===== config.mk =====
export PLATFORM = sky130hd
export DESIGN_NAME = exp_bank_mapper
export DESIGN_NICKNAME = d
export VERILOG_FILES = /design/src/rtl/bankmap_pkg.sv /design/src/rtl/bm_reg_decode.sv /design/src/rtl/bm_bank_regs.sv /design/src/rtl/bm_window_addr.sv /design/src/rtl/exp_bank_mapper.sv
export SDC_FILE = /design/constraint.sdc
export NUM_CORES = 1
export LEC_CHECK = 0
export ABC_AREA = 1
export BUFFER_PORTS_ARGS = -buffer_cell sky130_fd_sc_hd__buf_2
export CORE_ASPECT_RATIO = 0.8
export CORE_MARGIN = 2
export CORE_UTILIZATION = 25
export CTS_CLUSTER_DIAMETER = 40
export DETAILED_ROUTE_END_ITERATION = 16
export GPL_ROUTABILITY_DRIVEN = 0
export PLACE_DENSITY = 0.59
export SLEW_MARGIN = 15
export SYNTH_ARGS = -nofsm -noshare
export SYNTH_HDL_FRONTEND = slang
export SYNTH_HIERARCHICAL = 1
export SYNTH_SLANG_ARGS = --single-unit

===== constraint.sdc =====
create_clock -name clk -period 0.9 [get_ports clk]
set_input_delay 0.09 -clock clk [delete_from_list [all_inputs] [get_ports clk]]
set_output_delay 0.09 -clock clk [all_outputs]
set_load 0.03 [all_outputs]

===== src/rtl/bankmap_pkg.sv =====
package bankmap_pkg;

  localparam int PRG_FIELD_W = 3;
  localparam int CHR_FIELD_W = 4;
  localparam int PRG_OFS_W   = 15;
  localparam int CHR_OFS_W   = 13;

  typedef struct packed {
    logic [PRG_FIELD_W-1:0] prg;
    logic [CHR_FIELD_W-1:0] chr;
  } bank_pair_t;

  // Split the packed control byte; bit 7 takes no part.
  function automatic bank_pair_t split_ctrl(input logic [6:0] d);
    bank_pair_t r;
    r.prg = d[5:3];
    r.chr = {d[6], d[2:0]};
    return r;
  endfunction

endpackage


===== src/rtl/bm_reg_decode.sv =====
module bm_reg_decode (
  input  logic [15:0] cpu_addr,
  input  logic        cpu_wr,
  input  logic        cpu_m2,
  output logic        hit
);
  logic in_exp_area;

  always_comb begin
    in_exp_area = (cpu_addr[15:13] == 3'b010);
    hit = cpu_wr && cpu_m2 && in_exp_area && cpu_addr[14] && cpu_addr[8];
  end
endmodule


===== src/rtl/bm_bank_regs.sv =====
module bm_bank_regs
  import bankmap_pkg::*;
#(
  parameter int PRG_PAGES = 2,
  parameter int CHR_PAGES = 8
) (
  input  logic                   clk,
  input  logic                   rst,
  input  logic                   hit,
  input  logic [7:0]             cpu_data,
  output logic [PRG_FIELD_W-1:0] prg_bank,
  output logic [CHR_FIELD_W-1:0] chr_bank
);
  localparam logic [PRG_FIELD_W-1:0] PRG_MASK = PRG_FIELD_W'(PRG_PAGES - 1);
  localparam logic [CHR_FIELD_W-1:0] CHR_MASK = CHR_FIELD_W'(CHR_PAGES - 1);

  bank_pair_t fields;

  always_comb fields = split_ctrl(cpu_data[6:0]);

  always_ff @(posedge clk) begin
    if (rst) begin
      prg_bank <= '0;
      chr_bank <= '0;
    end else if (hit) begin
      prg_bank <= fields.prg & PRG_MASK;
      chr_bank <= fields.chr & CHR_MASK;
    end
  end


  a_r8_reset_pages: assert property (@(posedge clk)
    rst |=> (prg_bank == '0 && chr_bank == '0));

  a_r2_hold_without_hit: assert property (@(posedge clk) disable iff (rst)
    !hit |=> ($stable(prg_bank) && $stable(chr_bank)));

  a_r3_prg_load: assert property (@(posedge clk) disable iff (rst)
    hit |=> prg_bank == ($past(cpu_data[5:3]) & PRG_MASK));

  a_r4_chr_load: assert property (@(posedge clk) disable iff (rst)
    hit |=> chr_bank == ({$past(cpu_data[6]), $past(cpu_data[2:0])} & CHR_MASK));
endmodule


===== src/rtl/bm_window_addr.sv =====
module bm_window_addr #(
  parameter int BANK_W = 3,
  parameter int OFS_W  = 15,
  parameter int OUT_W  = 16
) (
  input  logic              clk,
  input  logic              rst,
  input  logic [BANK_W-1:0] bank,
  input  logic [OFS_W-1:0]  ofs,
  input  logic              in_window,
  output logic [OUT_W-1:0]  rom_addr,
  output logic              sel
);
  localparam int FULL_W = BANK_W + OFS_W;

  logic [FULL_W-1:0] full_addr;
  logic [OUT_W-1:0]  next_addr;

  always_comb full_addr = {bank, ofs};

  generate
    if (OUT_W <= FULL_W) begin : g_trunc
      always_comb next_addr = full_addr[OUT_W-1:0];
    end else begin : g_pad
      always_comb next_addr = {{(OUT_W-FULL_W){1'b0}}, full_addr};
    end
  endgenerate

  always_ff @(posedge clk) begin
    if (rst) begin
      rom_addr <= '0;
      sel      <= 1'b0;
    end else begin
      rom_addr <= next_addr;
      sel      <= in_window;
    end
  end


  a_r12_offset_latency: assert property (@(posedge clk) disable iff (rst)
    !rst |=> rom_addr[OFS_W-1:0] == $past(ofs));

  a_r12_sel_latency: assert property (@(posedge clk) disable iff (rst)
    !rst |=> sel == $past(in_window));
endmodule


===== src/rtl/exp_bank_mapper.sv =====
module exp_bank_mapper
  import bankmap_pkg::*;
#(
  parameter int PRG_KB      = 64,
  parameter int CHR_KB      = 64,
  parameter bit MIRROR_VERT = 1'b1,
  localparam int PRG_AW     = $clog2(PRG_KB * 1024),
  localparam int CHR_AW     = $clog2(CHR_KB * 1024)
) (
  input  logic              clk,
  input  logic              rst,
  input  logic [15:0]       cpu_addr,
  input  logic [7:0]        cpu_data,
  input  logic              cpu_wr,
  input  logic              cpu_m2,
  input  logic [13:0]       ppu_addr,
  output logic [PRG_AW-1:0] prg_rom_addr,
  output logic              prg_sel,
  output logic [CHR_AW-1:0] chr_rom_addr,
  output logic              chr_sel,
  output logic              nt_a10
);
  localparam int PRG_PAGES = PRG_KB / 32;
  localparam int CHR_PAGES = CHR_KB / 8;

  logic                   reg_hit;
  logic [PRG_FIELD_W-1:0] prg_bank;
  logic [CHR_FIELD_W-1:0] chr_bank;

  bm_reg_decode u_decode (
    .cpu_addr (cpu_addr),
    .cpu_wr   (cpu_wr),
    .cpu_m2   (cpu_m2),
    .hit      (reg_hit)
  );

  bm_bank_regs #(
    .PRG_PAGES (PRG_PAGES),
    .CHR_PAGES (CHR_PAGES)
  ) u_regs (
    .clk      (clk),
    .rst      (rst),
    .hit      (reg_hit),
    .cpu_data (cpu_data),
    .prg_bank (prg_bank),
    .chr_bank (chr_bank)
  );

  bm_window_addr #(
    .BANK_W (PRG_FIELD_W),
    .OFS_W  (PRG_OFS_W),
    .OUT_W  (PRG_AW)
  ) u_prg_addr (
    .clk       (clk),
    .rst       (rst),
    .bank      (prg_bank),
    .ofs       (cpu_addr[14:0]),
    .in_window (cpu_addr[15]),
    .rom_addr  (prg_rom_addr),
    .sel       (prg_sel)
  );

  bm_window_addr #(
    .BANK_W (CHR_FIELD_W),
    .OFS_W  (CHR_OFS_W),
    .OUT_W  (CHR_AW)
  ) u_chr_addr (
    .clk       (clk),
    .rst       (rst),
    .bank      (chr_bank),
    .ofs       (ppu_addr[12:0]),
    .in_window (~ppu_addr[13]),
    .rom_addr  (chr_rom_addr),
    .sel       (chr_sel)
  );

  logic nt_next;

  generate
    if (MIRROR_VERT) begin : g_vert
      always_comb nt_next = ppu_addr[10];
    end else begin : g_horz
      always_comb nt_next = ppu_addr[11];
    end
  endgenerate

  always_ff @(posedge clk) begin
    if (rst) nt_a10 <= 1'b0;
    else     nt_a10 <= nt_next;
  end


  a_r10_strap: assert property (@(posedge clk) disable iff (rst)
    !rst |=> nt_a10 == (MIRROR_VERT ? $past(ppu_addr[10]) : $past(ppu_addr[11])));

  a_r11_m2_gate: assert property (@(posedge clk) disable iff (rst)
    !cpu_m2 |=> ($stable(prg_bank) && $stable(chr_bank)));

  a_r7_chr_window: assert property (@(posedge clk) disable iff (rst)
    !rst |=> chr_sel == !$past(ppu_addr[13]));
endmodule


==> summary.md <==
| Metric | Value |
|---|---|
| Setup WS post-layout | `28.2 ps` |
| Fin area | `around 1900 sq um` |
| Slew margin rel. | `86.7%` |
| Hold Crit Class | `primary input to flip-flop` |
| Vias per inst | `roughly 3.6` |
| Fin crit period | `872 ps` |
| Area grow syn2layout | `57.0%` |
| Post-CTS Setup Bufs | `0` |
| CTS tree | `yes` |
| Peak Freq | `around 1100 MHz` |
| Skew final | `3.83 ps` |
| I/O Pins | `77` |
| Overflow after GRT | `0` |
| Iteration-0 DRC Markers | `22` |
| Buf+Inv Stages, Crit Path | `1` |
| Worst-margin pin slew | `between 150 and 200 ps` |
| Met2 Use GR | `around 17%` |
| Syn nets | `~190` |
| Hold Crit Depth | `3` |
| Die Area | `approximately 5500 sq um` |
| Cell Chain, Critical Path | `clkbuf_4` |
| DRC violations left | `0` |
| Final core occ | `41.3%` |
| Finished Layout Cells | `295` |
| Critical Path Max Stage Delay | `between 300 and 400 ps` |
| Vias in the first global route | `978` |
| CTS H-tree lvls | `2` |
| Crit path launch type | `flip-flop` |
| Met1 usage | `a little under a tenth` |
| CORE AREA | `around 4700 sq um` |
| Worst Path Max Fanout | `1` |
| Worst path top cell family by delay | `flip-flops` |
| Clk root buf | `clkbuf_8` |
| Post-route ant nets | `0` |
| Critical Path Sink Type | `output port` |
| Final hold violation count | `0` |
| Clk_lat worst skew | `~280 ps` |
| CP Class | `flip-flop to output port` |
| Vias | `1,064` |
| TritonCTS buffer count | `5` |
| Routed WL per cell | `about 8.5 microns` |
| PD cells | `about 1900 nW/um^2` |
| Reg-to-reg slack, setup | `310 ps` |
| Site row count | `22` |
| Mean Syn Cell Area | `8.56 sq um` |
| Leak | `approximately 1.1 nW` |
| Initial antenna violation count | `0` |
| WP data required | `810 ps` |
| Max cap viols | `0` |
| Clock transition at path regs | `70 ps` |
| Post-Route WL | `2510 microns` |
| Setup Viol. Count Final | `0` |
| Placed cell count | `between 200 and 300` |
| Met3 usage | `3.66%` |
| Slowest-stage cell, CP | `dfxtp_1` |
| Initial core utilization | `26.3%` |
| Post-synthesis cell area | `roughly 1200 sq um` |
| Slew Limit Fails | `0` |
| Status | `completed` |
| Final Cycle Share | `a little over nine tenths` |
| IR Drop Worst-Case VDD | `~670 uV` |
| Cells after Synth | `between 100 and 150` |
| Reg-to-reg endpoint | `u_regs/chr_bank[0]` |
| Worst endpoint data arrival time | `roughly 800 ps` |
| Hold_sp | `ppu_addr[4]` |
| Fraction of layout instances using a drive strength above 1 | `35.7%` |
| GR peak layer | `met2` |
| Setup TNS | `0 ps` |
| PortBufs | `72` |
| Cell Area, Placed | `approximately 1600 sq um` |
| Reg2Reg Depth | `2` |
| RR Startpoint | `u_regs/chr_bank[0]` |
| DP HPWL | `between 1500 and 2000 microns` |
| Final net count | `about 280` |
| N_diodes | `0` |
| Die extent in y | `~67 microns` |
| CTS sink cnt | `39` |
| Synth Warn # | `6` |
| Die Wd | `about 80 microns` |
| Detailed Routing Iterations Pass 1 | `4` |
| Largest net degree at the start of global routing | `18` |
| Hold endpoint | `u_chr_addr/rom_addr[4]` |
| Total track usage | `under 10%` |
| Setup WS pre-CTS | `-49.9 ps` |
| First-pass GRT wire length | `slightly below 4000 microns` |
| Longest Clk Path Bufs | `2` |
## how the worst max path moves through the flow
stage | start | to | slack (ps) | cells past startpoint
6_report | u_chr_addr/rom_addr[13] | chr_rom_addr[13] | 30 | 1
5_1_grt | u_chr_addr/rom_addr[13] | chr_rom_addr[13] | -10 | 1
4_1_cts | u_chr_addr/rom_addr[14] | chr_rom_addr[14] | 0.2 | 1
3_5_place_dp | cpu_addr[15] | u_regs/chr_bank[0] | -50 | 7
3_3_place_gp | cpu_addr[15] | u_regs/chr_bank[0] | -50 | 7
2_1_floorplan | cpu_addr[15] | u_regs/chr_bank[0] | 110 | 6
## power by group
part	internal (mW)	switching, mW
sequential	1.80	0.0178
combinational	0.210	0.280
clock	0.812	0.553
total	2.82	0.851
## repair_timing
item,4_1_cts,5_1_grt
hold endpoints to repair,15,0
resized for setup,0,34
endpoints found under the setup margin,0,20
hold buffers,15,0
## cell type report
cell class / count / area (sq um)
fill: 467 / 2730
sequential: 39 / 781
clock inverter: 1 / 30.0
multi-input combinational: 56 / 218
inverter: 43 / 161
clock buffer: 6 / 72.6
tap: 60 / 75.1
timing repair buffer: 90 / 583
## tightest hold or removal path, delay by kind of cell
kind / cells / cell delay, ps
buffers and inverters: 2 / 100
and+or+nand+nor: 1 / 70
## per-layer routing
metal / share of wire (%) / wire (microns)
met1: 42 / 1060
met2: 49 / 1240
met3: 7.8 / 195
met4: 0.56 / 14
met5: 0 / 0
## sequential cells by signal, indices dropped and copies added (netlist names)
signal	count
u_regs/chr_bank	3
u_chr_addr/rom_addr	16
u_regs/prg_bank	1
u_chr_addr/sel	1
u_prg_addr/sel	1
u_prg_addr/rom_addr	16
nt_a10	1
## cells in the final DEF, fill, tap and decap left out
master	instances
clkbuf_8	5
inv_2	1
bufinv_16	1
nor2_1	42
clkbuf_4	6
nand2_1	11
dlygate4sd3_1	15
or2_0	1
inv_1	42
clkbuf_1	1
nor2_2	2
buf_4	17
dfxtp_1	39
buf_2	52
## per-stage QoR
step / total power, mW / hold slack, ps
floorplan: 2.13 / 157
global placement: 2.28 / 289
detailed placement: 2.28 / 297
CTS: 3.73 / 0.828
global route: 3.88 / 0.887
finish: 3.68 / 14.7
Power figures use the tool's default switching activity.
